### src/rtl/memb_pkg.sv
package memb_pkg;
  localparam int DW    = 32;
  localparam int LANES = DW / 8;

  typedef logic [DW-1:0]    dword_t;
  typedef logic [LANES-1:0] lane_en_t;

  // memory space, 32-bit decoder, non-prefetchable
  localparam logic [3:0] TYPE_NIBBLE = 4'b0000;
endpackage

### src/rtl/memb_base_reg.sv
module memb_base_reg
  import memb_pkg::*;
#(
  parameter int ADDR_LSB = 16
) (
  input  logic     clk,
  input  logic     rst,
  input  logic     wr_sel,
  input  dword_t   wdata,
  input  lane_en_t be,
  output dword_t   base_q
);
  localparam dword_t WMASK = ~((dword_t'(1) << ADDR_LSB) - dword_t'(1));

  dword_t lane_next;

  for (genvar l = 0; l < LANES; l++) begin : g_lane
    assign lane_next[8*l +: 8] = (wr_sel && be[l]) ? wdata[8*l +: 8] : base_q[8*l +: 8];

    AST_LANE_HOLD: assert property (@(posedge clk) disable iff (rst)
      (wr_sel && !be[l]) |=> $stable(base_q[8*l +: 8]));
  end

  always_ff @(posedge clk) begin
    if (rst) base_q <= '0;
    else     base_q <= lane_next & WMASK;
  end

  AST_HOLD_NO_WRITE: assert property (@(posedge clk) disable iff (rst)
    !wr_sel |=> $stable(base_q));
endmodule

### src/rtl/memb_rd_port.sv
module memb_rd_port
  import memb_pkg::*;
#(
  parameter int ADDR_LSB = 16
) (
  input  logic   clk,
  input  logic   rst,
  input  logic   rd_req,
  input  logic   rd_sel,
  input  dword_t base_q,
  output dword_t rdata,
  output logic   rd_valid
);
  localparam dword_t LOW_MASK = (dword_t'(1) << ADDR_LSB) - dword_t'(1);

  always_ff @(posedge clk) begin
    if (rst) begin
      rdata    <= '0;
      rd_valid <= 1'b0;
    end else begin
      rd_valid <= rd_req;
      rdata    <= rd_sel ? {base_q[DW-1:4], TYPE_NIBBLE} : '0;
    end
  end

  AST_TYPE_NIBBLE: assert property (@(posedge clk) disable iff (rst)
    rd_valid |-> (rdata[3:0] == 4'b0000));
  AST_LOW_ZERO: assert property (@(posedge clk) disable iff (rst)
    rd_valid |-> ((rdata & LOW_MASK) == '0));
endmodule

### src/rtl/memb_hit.sv
module memb_hit
  import memb_pkg::*;
#(
  parameter int ADDR_LSB = 16
) (
  input  dword_t base_q,
  input  dword_t addr,
  output logic   hit
);
  always_comb hit = (addr[DW-1:ADDR_LSB] == base_q[DW-1:ADDR_LSB]);
endmodule

### src/rtl/cfg_mem_bar.sv
module cfg_mem_bar
  import memb_pkg::*;
#(
  parameter int REGION_BYTES = 65536,
  parameter int OFF_W        = 6,
  parameter int BAR_OFFSET   = 4
) (
  input  logic             clk,
  input  logic             rst,
  input  logic             cfg_wr_en,
  input  logic             cfg_rd_en,
  input  logic [OFF_W-1:0] cfg_dw_addr,
  input  logic [31:0]      cfg_wdata,
  input  logic [3:0]       cfg_be,
  output logic [31:0]      cfg_rdata,
  output logic             cfg_rd_valid,
  input  logic [31:0]      mem_addr,
  output logic             mem_hit
);
  localparam int ADDR_LSB = $clog2(REGION_BYTES);
  localparam logic [OFF_W-1:0] SEL_OFF = OFF_W'(BAR_OFFSET);

  logic   off_match;
  dword_t base_q;

  assign off_match = (cfg_dw_addr == SEL_OFF);

  memb_base_reg #(.ADDR_LSB(ADDR_LSB)) base_i (
    .clk(clk), .rst(rst), .wr_sel(cfg_wr_en && off_match),
    .wdata(cfg_wdata), .be(cfg_be), .base_q(base_q)
  );

  memb_rd_port #(.ADDR_LSB(ADDR_LSB)) rd_i (
    .clk(clk), .rst(rst), .rd_req(cfg_rd_en), .rd_sel(cfg_rd_en && off_match),
    .base_q(base_q), .rdata(cfg_rdata), .rd_valid(cfg_rd_valid)
  );

  memb_hit #(.ADDR_LSB(ADDR_LSB)) hit_i (
    .base_q(base_q), .addr(mem_addr), .hit(mem_hit)
  );

  AST_VALID_FOLLOWS_RD: assert property (@(posedge clk) disable iff (rst)
    cfg_rd_en |=> cfg_rd_valid);
  AST_NO_SPURIOUS_VALID: assert property (@(posedge clk) disable iff (rst)
    !cfg_rd_en |=> !cfg_rd_valid);
  AST_OFF_TARGET_ZERO: assert property (@(posedge clk) disable iff (rst)
    (cfg_rd_en && !off_match) |=> (cfg_rdata == 32'h0));
endmodule

### config.mk
export PLATFORM = sky130hd
export DESIGN_NAME = cfg_mem_bar
export DESIGN_NICKNAME = d
export VERILOG_FILES = /design/src/rtl/memb_pkg.sv /design/src/rtl/memb_base_reg.sv /design/src/rtl/memb_rd_port.sv /design/src/rtl/memb_hit.sv /design/src/rtl/cfg_mem_bar.sv
export SDC_FILE = /design/constraint.sdc
export NUM_CORES = 1
export LEC_CHECK = 0
export ABC_AREA = 1
export BUFFER_PORTS_ARGS = -buffer_cell sky130_fd_sc_hd__buf_2
export CORE_MARGIN = 2
export CORE_UTILIZATION = 44
export CTS_CLUSTER_SIZE = 8
export DETAILED_ROUTE_END_ITERATION = 8
export PLACE_DENSITY = 0.85
export SYNTH_ARGS = -nofsm -noshare
export SYNTH_HDL_FRONTEND = slang
export SYNTH_SLANG_ARGS = --single-unit
### constraint.sdc
create_clock -name clk -period 1.5 [get_ports clk]
set_input_delay 0.3 -clock clk [delete_from_list [all_inputs] [get_ports clk]]
set_output_delay 0.3 -clock clk [all_outputs]
set_load 0.05 [all_outputs]
==> flow_metrics.env, run 1 <==
export IMPL_status="finished, violations left"
export IMPL_failed_checks="negative setup slack"
export IMPL_final_hold_viol_count=0
export IMPL_clkSlewWorstSetupHoldPaths_ns=0.10
export IMPL_vias=1433
export IMPL_p_leak_nw=1.02
export IMPL_htreeDepth=2
export IMPL_grt_max_degree=18
export IMPL_yosysTopAreaCell="dfxtp_1"
export IMPL_dp_hpwl_um=2380
export IMPL_ys_seq_elements=33
export IMPL_wl_um=3310
export IMPL_drt_first_pass_iters=4
export IMPL_nets=366
export IMPL_irDropWorstVdd_v=0.000530
export IMPL_slew_viol_final=0
export IMPL_swShare_pct=25.5
export IMPL_cts_buffers=5
export IMPL_cts_sinks=33
export IMPL_avgSynthCellArea_um2=7.22
export IMPL_ios=112
export IMPL_hold_buffers=0
export IMPL_fillerInstances=322
export IMPL_cp_required_ns=1.20
export IMPL_grt_pass1_vias=1316
export IMPL_power_w=0.00182
export IMPL_fp_dieH_um=64.2
export IMPL_grt_util_all_layers_pct=16.3
export IMPL_grt_pass1_wl_um=5150
export IMPL_hold_path_class="primary input to flop"
export IMPL_min_to="rd_i.rd_valid"
export IMPL_switchingPower_w=0.000464
export IMPL_port_buffers=61
export IMPL_p_per_area_mw_per_mm2=881
export IMPL_crit_type="flop to output port"
export IMPL_reg2reg_to="base_i.base_q[16]"
export IMPL_tritoncts="built"
export IMPL_syn_inst=221
export IMPL_yosys_warnings=0
export IMPL_cts_buffer_depth=2
export IMPL_start_kind="flop"
export IMPL_drt_drc_violations_left=0
export IMPL_clkPwrFrac_pct=37.7
export IMPL_fin_hold_ws_ns=0.157
export IMPL_layout_min_cycle_time_ns=1.67
export IMPL_synth_top_cell_area_share_pct=41.4
export IMPL_hold_path_startpoint="rst"
export IMPL_max_stage_delay_ns=0.35
export IMPL_die_area_mm2=0.00412
export IMPL_placed_area_mm2=0.00187
export IMPL_reg2reg_depth=3
export IMPL_ys_types=13
export IMPL_fmax_mhz=599
export IMPL_clk_latency_ns=0.34
export IMPL_drive_gt1_share_pct=36.0
export IMPL_fin_worst_skew_ns=0.0126
export IMPL_synth_area_leaders="dfxtp_1, nor2_1, inv_1"
export IMPL_crit_path_max_fanout=2
export IMPL_rows=21
export IMPL_crit_slowest_cell="dfxtp_2"
export IMPL_cp_common_cell="nand2_1"
export IMPL_layout_common_cells="buf_2, nor2_1, inv_1"
export IMPL_p_comb_share_pct=14.0
export IMPL_design_area_mm2=0.00206
export IMPL_diodes=0
export IMPL_r2r_slack_ns=0.76
export IMPL_start_util_pct=46.7
export IMPL_die_w_um=64.2
export IMPL_ant_nets=0
export IMPL_power_frac_seq_pct=48.3
export IMPL_core_area_mm2=0.00342
export IMPL_layout_commonest_cell="buf_2"
export IMPL_worstPathCellList="xnor2_2 -> nand2_1 -> nor2_1 -> nand2_1 -> nor2_2 -> buf_6"
export IMPL_place_gp_congestion=0.783
export IMPL_wl_per_cell_um=9.87
export IMPL_setup_slack_ns=-0.169
export IMPL_max_cap_violations=0
export IMPL_rsz0062_at_grt="yes"
export IMPL_r2r_start="base_i.base_q[16]"
export IMPL_p_int_w=0.00135
export IMPL_multi_input_area_um2=726
export IMPL_ff_latch_area_um2=681
export IMPL_yosysSeqAreaShare_pct=41.4
export IMPL_period_share_pct=111
export IMPL_mappedNetlistArea_mm2=0.00160
export IMPL_min_path_cells=2
export IMPL_arrival_ns=1.37
export IMPL_antenna_found_initial=0
export IMPL_drt_iter0_drc=70
export IMPL_viasPerCell=4.28
export IMPL_root_buffer="clkbuf_4"
export IMPL_cp_end_kind="output port"
export IMPL_finalSetupViolations=1
export IMPL_synthToLayoutAreaGrowth_pct=29.3
export IMPL_gr_total_overflow=0
[synth_stat cells]
library cell and instances:
nor2_1 55, inv_1 40, dfxtp_1 33, nand2_1 31, nand4_1 18, buf_4 17, xnor2_1 14, buf_1 4
nor2_4 3, buf_6 2, nor2_2 2, conb_1 1, nand2_4 1
[state kept, by name, summed over array words and instances (netlist names)]
name,count
base_i.base_q,16
rd_i.rd_valid,1
rd_i.rdata,16
[worst max path at each step]
stage | slack [ns] | start | endpoint | cells after the start
2_1_floorplan | 0.1 | base_i.base_q[19] | mem_hit | 5
3_3_place_gp | 0.04 | mem_addr[16] | mem_hit | 7
3_5_place_dp | 0.04 | mem_addr[25] | mem_hit | 7
4_1_cts | -0.17 | base_i.base_q[16] | mem_hit | 6
5_1_grt | -0.28 | base_i.base_q[18] | mem_hit | 6
6_report | -0.17 | base_i.base_q[22] | mem_hit | 6
[worst max-delay path, delay by kind of cell (launching register included)]
kind,cells,cell delay [ns]
xor gates and xnor gates,1,0.15
buffers and inverters,1,0.16
DFF,1,0.35
and+or+nand+nor,4,0.38
[area by class of cell]
type | count | share of cell area [%]
clock buffer | 7 | 2.67
timing repair buffer | 68 | 17.6
multi-input combinational | 140 | 35.2
inverter | 40 | 7.28
sequential | 33 | 33.0
clock inverter | 1 | 1.46
tap | 46 | 2.79
[power groups by stage]
stage	registers, W	clock network (W)	logic [W]
after detailed placement	0.000901	0	0.000241
after floorplan	0.000906	0	0.000197
after global routing	0.000880	0.000749	0.000275
after global placement	0.000901	0	0.000237
final	0.000879	0.000685	0.000254
after CTS	0.000880	0.000696	0.000243
[per-layer routing]
metal	global-route usage (%)	vias to the layer above	wire (µm)
met3	6.16	13	294
li1	-	758	-
met1	16.5	596	1320
met2	27.7	66	1580
met5	0	-	0
met4	10.9	0	111
[metrics by stage]
| stage | instances | utilization [%] | setup WS, ns | TNS, ns |
|---|---|---|---|---|
| floorplan | 236 | - | 0.0981 | 0 |
| global placement | 322 | 54.7 | 0.0365 | 0 |
| detailed placement | 322 | 54.7 | 0.0352 | 0 |
| CTS | 333 | 58.3 | -0.173 | -0.173 |
| global route | 335 | 60.4 | -0.278 | -0.278 |
| finish | 335 | 60.4 | -0.169 | -0.169 |
[cell families after synthesis]
family	Yosys count	synth area share (%)
xor+xnor	14	7.69
flops	33	41.4
buf+inv	63	19.8
simple gates	110	30.9
other cells	1	0.235
[timing repair]
action	CTS	global route
pin swaps	7	11
buffers inserted	3	2
resized for setup	11	14
endpoints found under the hold margin	0	0
endpoints found under the setup margin	1	1
(Power assumes the default switching activity.)
==> run 2, diff against run 1 <==
- ABC_AREA: 1 -> 0
- BUFFER_PORTS_ARGS: -buffer_cell sky130_fd_sc_hd__buf_2 -> -buffer_cell sky130_fd_sc_hd__buf_4
- CORE_UTILIZATION: 44 -> 42
==> run 2 against run 1 <==
The flow still finishes with violations (negative setup slack). Clock power is 0.9% lower. Fmax is 9.3% lower. Synthesized cell count is 32% lower.
==> flow_metrics.env, run 2 <==
export IMPL_muxShareOfSynthArea_pct=0
export IMPL_drt_drc_violations_left=0
export IMPL_status="finished, violations left"
export IMPL_hold_path_class="primary input to flop"
export IMPL_r2r_start="base_i.base_q[29]"
export IMPL_cp_required_ns=1.20
export IMPL_rows=21
export IMPL_fp_dieH_um=62.4
export IMPL_wl_per_cell_um=12.5
export IMPL_wl_um=3320
export IMPL_setup_slack_ns=-0.341
export IMPL_grt_pass1_wl_um=5330
export IMPL_start_kind="flop"
export IMPL_synth_flop_cell="dfxtp_1"
export IMPL_clkSlewWorstSetupHoldPaths_ns=0.09
export IMPL_cts_buffer_depth=2
export IMPL_finalSetupViolations=1
export IMPL_mappedNetlistArea_mm2=0.00143
export IMPL_ys_types=19
export IMPL_min_path_cells=3
export IMPL_synthToLayoutAreaGrowth_pct=42.5
export IMPL_grt_max_degree=18
export IMPL_nets=297
export IMPL_core_area_mm2=0.00331
export IMPL_irDropWorstVdd_v=0.000417
export IMPL_gr_total_overflow=0
export IMPL_crit_cells=4
export IMPL_hold_path_startpoint="cfg_wdata[26]"
export IMPL_fillerInstances=298
export IMPL_fin_worst_skew_ns=0.00639
export IMPL_grt_met3_usage_pct=5.95
export IMPL_synth_edff_count=0
export IMPL_final_core_util_pct=61.7
export IMPL_largestRegisters="base_i.base_q x16, rd_i.rdata x16, rd_i.rd_valid x1"
export IMPL_failed_checks="negative setup slack"
export IMPL_diodes=0
export IMPL_synth_top_family_by_area="simple AND/OR/NAND/NOR gates"
export IMPL_fmax_mhz=543
export IMPL_rsz0062_at_grt="yes"
export IMPL_use_met2_pct=32.1
export IMPL_ys_seq_elements=33
export IMPL_p_per_area_mw_per_mm2=890
export IMPL_slew_viol_final=0
export IMPL_yosysTopAreaCell="dfxtp_1"
export IMPL_vias=1261
export IMPL_drt_iter0_drc=70
export IMPL_p_leak_nw=0.866
export IMPL_post_synth_top_count_cell="dfxtp_1"
export IMPL_synth_compound_area_share_pct=11.2
export IMPL_yosys_warnings=0
export IMPL_yosys_area_share_simple_pct=21.6
export IMPL_clk_latency_ns=0.33
export IMPL_synth_xor_xnor_area_share_pct=9.78
export IMPL_yosysSeqAreaShare_pct=46.1
export IMPL_avgSynthCellArea_um2=9.49
export IMPL_grt_pass1_vias=1211
export IMPL_r2r_slack_ns=0.77
export IMPL_syn_inst=151
export IMPL_die_area_mm2=0.00389
export IMPL_hold_buffers=0
export IMPL_period_share_pct=123
export IMPL_final_hold_viol_count=0
export IMPL_layout_min_cycle_time_ns=1.84
export IMPL_arrival_ns=1.54
export IMPL_placed_area_mm2=0.00192
export IMPL_crit_slowest_cell="dfxtp_2"
export IMPL_cp_end_kind="output port"
export IMPL_grt_util_all_layers_pct=17.9
export IMPL_synth_top_cell_area_share_pct=46.1
export IMPL_ios=112
export IMPL_cts_buffers=5
export IMPL_max_stage_delay_ns=0.34
export IMPL_htreeDepth=2
export IMPL_port_buffers=61
export IMPL_cp_num_buf_inv=1
export IMPL_drt_first_pass_iters=4
export IMPL_dp_hpwl_um=2510
export IMPL_async_reset_ff_share_pct=0
export IMPL_crit_path_max_fanout=2
export IMPL_reg2reg_depth=3
export IMPL_max_cap_violations=0
export IMPL_root_buffer="clkbuf_4"
export IMPL_tritoncts="built"
export IMPL_crit_type="flop to output port"
export IMPL_power_w=0.00182
export IMPL_design_area_mm2=0.00204
export IMPL_layout_commonest_cell="buf_4"
export IMPL_cts_sinks=33
export IMPL_ant_nets=0
export IMPL_drive_gt1_share_pct=40.0
export IMPL_crit_family="simple AND/OR/NAND/NOR gates"
export IMPL_antenna_found_initial=0
export IMPL_viasPerCell=4.74
export IMPL_grt_most_used_layer="met2"
export IMPL_met1_usage_pct=18.5
export IMPL_worstPathCellList="xnor2_1 -> nand4_1 -> nor4_4 -> buf_6"
export IMPL_start_util_pct=43.3
export IMPL_layout_common_cells="buf_4, dfxtp_1"
export IMPL_reg2reg_to="base_i.base_q[29]"
export IMPL_synth_area_leaders="dfxtp_1, xnor2_1, buf_4"
export IMPL_die_w_um=62.4
export IMPL_place_gp_congestion=0.780
export IMPL_min_to="base_i.base_q[26]"
export IMPL_synthAdderAreaFrac_pct=0
run 2: per-stage QoR:
stage | hold WS (ns) | setup TNS [ns] | instances | setup slack (ns)
4_1_cts | 0.200 | -0.317 | 266 | -0.317
3_5_place_dp | 0.491 | -2.23 | 257 | -0.0970
5_1_grt | 0.195 | -0.454 | 266 | -0.454
3_3_place_gp | 0.483 | -1.73 | 257 | -0.0814
6_report | 0.211 | -0.341 | 266 | -0.341
2_1_floorplan | 0.448 | -0.831 | 166 | -0.0797
run 2: timing repair:
| action | 4_1_cts | 5_1_grt |
|---|---|---|
| pin swaps | 8 | 2 |
| gates resized for setup | 6 | 2 |
| gates cloned | 0 | 0 |
| setup buffers | 1 | 0 |
| setup endpoints to repair | 1 | 1 |
run 2: cell families after synthesis:
kind of cell | count (synthesis)
compound gates | 32
xor+xnor | 16
buf+inv | 24
flops | 33
other cells | 1
simple gates | 45
run 2: report_power, final:
| group | total, W | switching, W | internal (W) |
|---|---|---|---|
| logic | 0.000260 | 0.000153 | 0.000107 |
| registers | 0.000879 | 0.00000121 | 0.000878 |
| clock network | 0.000679 | 0.000281 | 0.000398 |
run 2: worst max path at each step:
stage	from	to	slack, ns
floorplan	base_i.base_q[25]	mem_hit	-0.08
global placement	cfg_dw_addr[3]	rd_i.rdata[20]	-0.08
detailed placement	cfg_dw_addr[3]	rd_i.rdata[18]	-0.1
CTS	base_i.base_q[25]	mem_hit	-0.32
global route	base_i.base_q[25]	mem_hit	-0.45
finish	base_i.base_q[23]	mem_hit	-0.34
run 2: layout make-up:
type	count	area, µm²	area share, %
multi-input cells	109	703	34.4
flip-flops and latches	33	667	32.7
repair buffers	70	529	25.9
well taps	46	57.6	2.82
clock buffers	7	55.1	2.70
clock inverters	1	30.0	1.47
run 2: metal layers:
metal  wire (µm)  up-vias
met1        1230      577
met2        1770       50
li1            -      626
met4          86        0
met3         237        8
met5           0        -
run 2: worst register-to-register path: stages (launching register included):
cell and delay, ns:
dfxtp_2 0.35, buf_4 0.11, o21ai_0 0.07, a21oi_1 0.14
==> run 3, diff against run 2 <==
- CORE_ASPECT_RATIO: default -> 0.5
- TNS_END_PERCENT: default -> 5
==> run 3 against run 2 <==
Final area rose by 3.0%. Core utilization rose by 5.8 points. Count of clock-buffer cells in the layout did not move. The flow still finishes with violations (negative setup slack). Global-route usage rose by 4.9 points. Register-to-register slack got worse by 0.09 ns.
==> flow_metrics.env, run 3 (synthesis gave the netlist of run 2 again) <==
export IMPL_crit_family="simple AND/OR/NAND/NOR gates"
export IMPL_crit_cells=4
export IMPL_r2r_slack_ns=0.68
export IMPL_fin_hold_ws_ns=0.266
export IMPL_cts_sinks=33
export IMPL_p_leak_nw=0.906
export IMPL_ant_nets=0
export IMPL_tns_ns=-0.338
export IMPL_multi_input_area_um2=729
export IMPL_failed_checks="negative setup slack"
export IMPL_grt_pass1_vias=1342
export IMPL_dp_hpwl_um=2850
export IMPL_setup_slack_ns=-0.338
export IMPL_crit_type="flop to output port"
export IMPL_status="finished, violations left"
export IMPL_arrival_ns=1.54
export IMPL_fillerInstances=217
export IMPL_grt_pass1_wl_um=6350
export IMPL_drive_gt1_share_pct=44.4
export IMPL_die_area_mm2=0.00392
export IMPL_max_stage_delay_ns=0.35
export IMPL_irDropWorstVdd_v=0.000361
export IMPL_htreeDepth=2
export IMPL_crit_slowest_cell="dfxtp_1"
export IMPL_worstPathCellList="xnor2_1 -> nand4_1 -> nor4_4 -> buf_6"
export IMPL_finalSetupViolations=1
export IMPL_cp_end_kind="output port"
export IMPL_clk_latency_ns=0.29
export IMPL_dp_slack_ns=-0.189
export IMPL_wl_per_cell_um=16.0
export IMPL_drt_first_pass_iters=5
export IMPL_placed_area_mm2=0.00194
export IMPL_vias=1336
export IMPL_cts_buffers=5
export IMPL_port_buffers=61
export IMPL_period_share_pct=123
export IMPL_min_path_cells=3
export IMPL_tritoncts="built"
export IMPL_p_per_area_mw_per_mm2=869
export IMPL_max_cap_violations=0
export IMPL_fin_worst_skew_ns=0.00455
export IMPL_cp_num_buf_inv=1
export IMPL_drt_iter0_drc=146
export IMPL_largestRegisters="base_i.base_q x16, rd_i.rdata x16, rd_i.rd_valid x1"
export IMPL_cp_required_ns=1.20
export IMPL_final_hold_viol_count=0
export IMPL_die_w_um=86.6
export IMPL_rows=14
export IMPL_gr_total_overflow=0
export IMPL_antenna_found_initial=0
export IMPL_ios=112
export IMPL_cts_buffer_depth=2
export IMPL_layout_min_cycle_time_ns=1.84
export IMPL_synthToLayoutAreaGrowth_pct=46.8
export IMPL_diodes=0
export IMPL_design_area_mm2=0.00210
export IMPL_fmax_mhz=544
export IMPL_slew_viol_final=0
export IMPL_core_area_mm2=0.00312
export IMPL_start_util_pct=45.9
export IMPL_root_buffer="clkbuf_8"
export IMPL_grt_max_degree=18
export IMPL_wl_um=4200
export IMPL_fp_dieH_um=45.3
export IMPL_crit_path_max_fanout=3
export IMPL_start_kind="flop"
export IMPL_clkSlewWorstSetupHoldPaths_ns=0.07
export IMPL_layout_common_cells="buf_4, dfxtp_1"
export IMPL_drt_drc_violations_left=0
export IMPL_layout_commonest_cell="buf_4"
export IMPL_reg2reg_depth=3
export IMPL_place_gp_congestion=0.755
export IMPL_viasPerCell=5.08
export IMPL_nets=301
export IMPL_ff_latch_area_um2=678
export IMPL_hold_path_class="primary input to flop"
export IMPL_grt_util_all_layers_pct=22.7
export IMPL_rsz0062_at_grt="yes"
==> run 3: area by class of cell <==
type / count / share of cell area, %
flip-flops and latches: 33 / 32.2
clock buffers: 7 / 4.10
repair buffers: 74 / 26.6
multi-input cells: 109 / 34.7
well taps: 40 / 2.38
==> run 3: path summary, 6_finish.rpt <==
kind,from,end
min,cfg_wdata[28],base_i.base_q[28]
max,base_i.base_q[20],mem_hit
min reg2reg,base_i.base_q[18],rd_i.rdata[18]
max reg2reg,base_i.base_q[23],base_i.base_q[23]
==> run 3: power by group <==
part           leakage [nW]  switching [W]  internal [W]
Combinational         0.590       0.000160      0.000112
Sequential            0.272     0.00000139      0.000875
Clock                0.0443       0.000315      0.000364
Total                 0.906       0.000477       0.00135
==> run 3: per-layer routing <==
layer | track usage (%) | vias to the layer above | wire length (µm)
met5 | 0 | - | 0
met3 | 7.86 | 14 | 396
li1 | - | 630 | -
met1 | 25.0 | 615 | 1540
met2 | 40.0 | 77 | 2150
met4 | 12.2 | 0 | 116
==> run 3: through the flow <==
stage	utilization (%)	total power, W	cells
after global placement	62.3	0.00115	255
after global routing	67.5	0.00188	263
final	67.5	0.00183	263
after floorplan	-	0.00107	166
after CTS	66.8	0.00182	263
after detailed placement	62.3	0.00116	255
==> run 3: what timing repair did <==
action | CTS | global route
hold buffers | 0 | 0
pin swaps | 9 | 6
setup endpoints to repair | 1 | 1
gates resized for setup | 14 | 5
gates cloned | 0 | 0
buffers inserted | 1 | 0
==> run 3: tightest hold or removal path, cell delays in order <==
cell and delay, ns:
buf_4 0.11, nand3_1 0.06, a21oi_1 0.05
